[src/rtl/supv_seg_pkg.sv]
package supv_seg_pkg;
  localparam int unsigned ADDR_W   = 64;
  localparam int unsigned NARROW_W = 32;
  localparam int unsigned SEG_W    = 3;

  typedef enum logic [SEG_W-1:0] {
    SEG_NONE   = 3'd0,
    SEG_USR32  = 3'd1,
    SEG_SUP32  = 3'd2,
    SEG_USR64  = 3'd3,
    SEG_SUP64  = 3'd4,
    SEG_CMP64  = 3'd5
  } seg_code_e;

  localparam logic [1:0] PRIV_SUPERVISOR = 2'b01;
endpackage

[src/rtl/supv_mode_decode.sv]
module supv_mode_decode (
  input  logic [1:0] ksu,
  input  logic       exl,
  input  logic       erl,
  output logic       is_sup
);
  import supv_seg_pkg::*;
  always_comb is_sup = (ksu == PRIV_SUPERVISOR) && !exl && !erl;
endmodule

[src/rtl/supv_ea_calc.sv]
module supv_ea_calc #(
  parameter int unsigned ADDR_W   = 64,
  parameter int unsigned NARROW_W = 32,
  parameter int unsigned OFS_W    = 16
) (
  input  logic [ADDR_W-1:0] base,
  input  logic [OFS_W-1:0]  ofs,
  input  logic              wide,
  output logic [ADDR_W-1:0] ea,
  output logic              ovf_n
);
  localparam int unsigned EXT_W = ADDR_W - OFS_W;
  localparam int unsigned UP_W  = ADDR_W - NARROW_W;

  logic [ADDR_W-1:0]   ofs_x;
  logic [ADDR_W-1:0]   sum_w;
  logic [NARROW_W-1:0] sum_n;
  logic                b_sign, o_sign, s_sign;

  always_comb begin
    ofs_x  = {{EXT_W{ofs[OFS_W-1]}}, ofs};
    sum_w  = base + ofs_x;
    sum_n  = base[NARROW_W-1:0] + ofs_x[NARROW_W-1:0];
    b_sign = base[NARROW_W-1];
    o_sign = ofs[OFS_W-1];
    s_sign = sum_n[NARROW_W-1];
    ovf_n  = (!o_sign && !b_sign && s_sign) || (o_sign && b_sign && !s_sign);
    ea     = wide ? sum_w : {{UP_W{s_sign}}, sum_n};
  end
endmodule

[src/rtl/supv_seg_map.sv]
module supv_seg_map #(
  parameter int unsigned ADDR_W   = 64,
  parameter int unsigned NARROW_W = 32
) (
  input  logic [ADDR_W-1:0]    ea,
  input  logic                 wide,
  input  logic                 is_sup,
  output supv_seg_pkg::seg_code_e seg,
  output logic                 addr_err
);
  import supv_seg_pkg::*;
  localparam int unsigned UP_W  = ADDR_W - NARROW_W;
  localparam int unsigned TB_LO = 40;               // 1 TB windows
  localparam int unsigned HI_W  = ADDR_W - TB_LO;
  localparam logic [HI_W-1:0] XSUP_TAG = {2'b01, {(HI_W-2){1'b0}}};

  logic       in_usr32, in_sup32, in_usr64, in_sup64, in_cmp64;
  logic [2:0] top3;

  always_comb begin
    top3     = ea[NARROW_W-1 -: 3];
    in_usr32 = !ea[NARROW_W-1];
    in_sup32 = (top3 == 3'b110);
    in_usr64 = (ea[ADDR_W-1:TB_LO] == '0);
    in_sup64 = (ea[ADDR_W-1:TB_LO] == XSUP_TAG);
    in_cmp64 = (ea[ADDR_W-1:NARROW_W] == {UP_W{1'b1}}) && (top3 == 3'b110);

    seg = SEG_NONE;
    if (is_sup) begin
      if (!wide) begin
        if (in_usr32)      seg = SEG_USR32;
        else if (in_sup32) seg = SEG_SUP32;
      end else begin
        if (in_usr64)      seg = SEG_USR64;
        else if (in_sup64) seg = SEG_SUP64;
        else if (in_cmp64) seg = SEG_CMP64;
      end
    end
    addr_err = is_sup && (seg == SEG_NONE);
  end
endmodule

[src/rtl/supv_seg_check.sv]
module supv_seg_check #(
  parameter int unsigned ADDR_W   = 64,
  parameter int unsigned NARROW_W = 32,
  parameter int unsigned OFS_W    = 16
) (
  input  logic              clk,
  input  logic              rst,
  input  logic              in_valid,
  output logic              in_ready,
  input  logic [ADDR_W-1:0] in_base,
  input  logic [OFS_W-1:0]  in_ofs,
  input  logic [1:0]        in_ksu,
  input  logic              in_exl,
  input  logic              in_erl,
  input  logic              in_sx,
  output logic              out_valid,
  input  logic              out_ready,
  output logic [ADDR_W-1:0] out_ea,
  output logic [2:0]        out_seg,
  output logic              out_mapped,
  output logic              out_addr_err,
  output logic              out_ovf,
  output logic              out_not_sup
);
  import supv_seg_pkg::*;

  logic              sup_c, ovf_c, err_c;
  logic [ADDR_W-1:0] ea_c;
  seg_code_e         seg_c;

  supv_mode_decode u_mode (
    .ksu(in_ksu), .exl(in_exl), .erl(in_erl), .is_sup(sup_c)
  );

  supv_ea_calc #(.ADDR_W(ADDR_W), .NARROW_W(NARROW_W), .OFS_W(OFS_W)) u_ea (
    .base(in_base), .ofs(in_ofs), .wide(in_sx), .ea(ea_c), .ovf_n(ovf_c)
  );

  supv_seg_map #(.ADDR_W(ADDR_W), .NARROW_W(NARROW_W)) u_map (
    .ea(ea_c), .wide(in_sx), .is_sup(sup_c), .seg(seg_c), .addr_err(err_c)
  );

  assign in_ready = !out_valid || out_ready;

  always_ff @(posedge clk) begin
    if (rst) begin
      out_valid <= 1'b0;
    end else if (in_ready) begin
      out_valid <= in_valid;
    end
  end

  always_ff @(posedge clk) begin
    if (in_ready && in_valid) begin
      out_ea       <= ea_c;
      out_seg      <= seg_c;
      out_mapped   <= (seg_c != SEG_NONE);
      out_addr_err <= err_c;
      out_ovf      <= sup_c && !in_sx && ovf_c;
      out_not_sup  <= !sup_c;
    end
  end
endmodule

[config.mk]
export PLATFORM = sky130hd
export DESIGN_NAME = supv_seg_check
export DESIGN_NICKNAME = d
export VERILOG_FILES = /design/src/rtl/supv_seg_pkg.sv /design/src/rtl/supv_mode_decode.sv /design/src/rtl/supv_ea_calc.sv /design/src/rtl/supv_seg_map.sv /design/src/rtl/supv_seg_check.sv
export SDC_FILE = /design/constraint.sdc
export NUM_CORES = 1
export LEC_CHECK = 0
export ABC_AREA = 1
export BUFFER_PORTS_ARGS = -buffer_cell sky130_fd_sc_hd__buf_4
export CAP_MARGIN = 5
export CORE_UTILIZATION = 41
export DETAILED_ROUTE_END_ITERATION = 8
export GPL_TIMING_DRIVEN = 0
export REMOVE_ABC_BUFFERS = 1
export SLEW_MARGIN = 25
export SYNTH_ARGS = -nofsm -noshare
export SYNTH_HDL_FRONTEND = slang
export SYNTH_SLANG_ARGS = --single-unit
[constraint.sdc]
create_clock -name clk -period 6.18 [get_ports clk]
set_clock_uncertainty 0.05 [all_clocks]
set_input_delay 1.236 -clock clk [delete_from_list [all_inputs] [get_ports clk]]
set_output_delay 1.236 -clock clk [all_outputs]
set_load 0.02 [all_outputs]
==> run_results.csv <==
group,metric,value,unit
timing,finalCritPeriodShare,0.729,
critical_path,rrSetupSlack,4.54,ns
clock_network,cts-root-buf,"clkbuf_16",
place,portBuffers,161,
global_routing,antenna_found_initial,0,
clock_network,tritoncts,"yes",
synth,syn_area_per_cell,5.77,µm²
power_and_ir_drop,pwr-share-clk,0.247,
timing,hold_viol_final,0,
clock_network,postCtsResizedCells,0,
finish,final-seq-area,2150,µm²
clock_network,ctsHoldBuffers,0,
critical_path,reg2reg_from,"out_valid",
timing,slew_violations,0,
synth,synth_cell_types,35,
flow_run,max_cap_viol_count,0,
finish,multi_input_area,5310,µm²
finish,stdcell_area,10700,µm²
critical_path,required,6.24,ns
routing,viasPerCell,4.80,
power_and_ir_drop,p_seq_frac,0.313,
hold_path,hp-start,"out_valid",
floorplan,die_x,149,µm
timing,worst_pin_slew,0.832,ns
synth,synth.cell_area,8800,µm²
critical_path,critical_path_arrival,4.56,ns
finish,area_growth_syn_to_layout,21.2,%
place,finalWeightedCongestion,0.926,
synth,yosys_warnings,0,
floorplan,core_area,21000,µm²
power_and_ir_drop,combPwrFrac,0.440,
finish,drive_above_1_share,0.136,
timing,relSlewSlack,0.440,
clock_network,clock-sinks,72,
synth,yosysTopAreaCell,"nand2_1",
place,hpwlAfterDp,25.4,mm
place,placed_area,10400,µm²
timing,rsz0062_at_grt,"no",
timing,fin_crit,4.50,ns
routing,wire_per_inst,15.0,µm
synth,synth_seq_cells,72,
floorplan,die_y,149,µm
critical_path,crit_fanout,50,
power_and_ir_drop,p_per_area,189,nW/µm²
power_and_ir_drop,ir_drop,99.4,µV
synth,syn_inst,1524,
run_status,status,"finished clean",
hold_path,min_path_type,"reg -> reg",
hold_path,hold_end,"out_valid",
timing,setup-violations-final,0,
timing,fmax,0.222,GHz
power_and_ir_drop,power.internal,1.20,mW
critical_path,r2r_end,"out_ea[39]",
clock_network,path_clk_slew,0.06,ns
power_and_ir_drop,p_switching,0.819,mW
synth,ys.flop_type,"edfxtp_1",
routing,postRouteAntennaNets,0,
critical_path,cp-end-kind,"register",
floorplan,fp.dieArea,22100,µm²
clock_network,postCtsSetupRepairBufs,0,
synth,synth.area.top_cells,"nand2_1 27%, edfxtp_1 24%, inv_1 14%",
clock_network,cts_made_buffers,9,
routing,wl,29.6,mm
clock_network,cts.htree.levels,3,
floorplan,boundaryPins,162,
synth,seq_area_frac_synth,0.245,
hold_path,hold_depth,2,
floorplan,initial_core_util,0.419,
power_and_ir_drop,power.leakage,6.24,nW
critical_path,setup.worst_path.class,"in -> reg",
clock_network,clock_latency,0.35,ns
routing,drc,0,
synth,synth_enable_flop_cells,71,
power_and_ir_drop,p_sw_frac,0.406,
finish,antennaDiodeCount,0,
critical_path,reg2reg_depth,3,
finish,fill_cells,2272,
critical_path,cp-start-kind,"input port",
global_routing,track_usage,0.273,
routing,drt-pass1-iter-count,5,
global_routing,grt_pass1_wl,45.0,mm
floorplan,rows,53,
clock_network,cts_buffer_depth,2,
synth,synth_top_area_frac,0.271,
global_routing,grt_max_degree,51,
routing,initialDrtViolationCount,675,
power_and_ir_drop,total_power,2.02,mW
global_routing,overflow,0,
routing,vias,9465,
finish,nNetsFinal,1845,
global_routing,grt_pass1_vias,8522,
synth,ys_async_sr_fraction,0,
## power groups by stage
stage	clock, mW	combinational [mW]	sequential [mW]
CTS	0.510	0.880	0.633
global route	0.531	0.981	0.637
finish	0.498	0.888	0.632
detailed placement	0	0.876	0.643
floorplan	0	0.479	0.716
global placement	0	0.863	0.647
## flip-flops by register name, indices dropped and copies added (netlist names)
name,flops
out_valid,1
out_addr_err,1
out_ea,64
out_not_sup,1
out_ovf,1
out_seg,3
out_mapped,1
## cell usage in the layout (no fill, tap or decap), types with 14 or more instances in the layout
cell,netlist,final
a21oi_1,47,46
nor2_2,18,18
nor2_1,125,125
nand2_2,14,14
nand3_1,95,95
o21ai_0,16,16
inv_1,332,332
xor2_1,27,27
ha_1,64,64
nand2_1,635,635
buf_4,0,161
edfxtp_1,71,71
## worst max-delay path by stage
stage	slack [ns]	from	endpoint	depth (start not counted)
4_1_cts	1.73	in_ofs[15]	out_addr_err	23
2_1_floorplan	0.89	in_valid	out_addr_err	2
3_5_place_dp	1.37	in_ofs[15]	out_addr_err	23
3_3_place_gp	-0.78	in_valid	out_ea[44]	3
5_1_grt	1.34	in_ofs[15]	out_addr_err	21
6_report	1.68	in_ofs[15]	out_addr_err	23
## final cells by class
class	count	area share
tap	275	0.0323
clock inverter	6	0.00422
inverter	345	0.121
clock buffer	10	0.0215
multi-input combinational	1099	0.498
sequential	72	0.202
timing repair buffer	164	0.121
## through the flow
step / cells / hold WS (ns) / utilization / worst slack (ns) / TNS, ns
final: 1971 / 0.493 / 0.507 / 1.68 / 0
after global placement: 1952 / 0.440 / 0.490 / -0.783 / -55.13
after CTS: 1971 / 0.502 / 0.507 / 1.73 / 0
after detailed placement: 1955 / 0.493 / 0.494 / 1.37 / 0
after floorplan: 1516 / 0.655 / - / 0.887 / 0
after global routing: 1971 / 0.519 / 0.507 / 1.34 / 0
## layer usage
| layer | up-vias | wire length, µm | share of wire | GRT usage |
|---|---|---|---|---|
| met5 | - | 0 | 0 | 0 |
| met3 | 23 | 2130 | 0.072 | 0.0512 |
| li1 | 4973 | - | - | - |
| met1 | 4188 | 14000 | 0.47 | 0.381 |
| met2 | 281 | 13100 | 0.44 | 0.437 |
| met4 | 0 | 327 | 0.011 | 0.0531 |
## synthesized netlist by cell type (3+ instances only)
cell type,number
nand2_1,635
inv_1,332
nor2_1,125
nand3_1,95
edfxtp_1,71
ha_1,64
a21oi_1,47
xor2_1,27
nor2_2,18
o21ai_0,16
nand2_2,14
nand4_1,12
inv_2,10
nand3b_1,10
nor3_1,7
and2_1,5
nand3_2,4
buf_6,3
clkbuf_1,3
clkinv_1,3
nor4_1,3
o21bai_1,3
## cell families (layout without fill, tap and decap cells)
kind of cell,count (synthesis),after routing,synth area share
AO/OA/AOI/OAI,72,72,0.0427
XOR/XNOR,29,29,0.0289
adder cells (fa/ha/maj),65,65,0.0933
buffers and inverters,353,525,0.153
flip-flops,72,72,0.245
AND/OR/NAND/NOR,933,933,0.437
## worst max-delay path, stage by stage
cell     delay [ns]
buf_4          0.50
ha_1           0.36
nand2_1        0.15
nor2_1         0.22
nand2_1        0.11
inv_1          0.12
nand2_1        0.07
nand2_1        0.11
inv_1          0.05
nand2_1        0.23
nand2_1        0.13
nand2_1        0.08
nand2_1        0.04
nand3_1        0.21
nand2_1        0.15
nor2_1         0.12
nand2_1        0.06
nor2_1         0.10
nand2_1        0.09
nand2_1        0.08
nand3_1        0.12
nand3_2        0.14
nor2_1         0.04
Note: power is estimated with default switching activity, not from simulation.
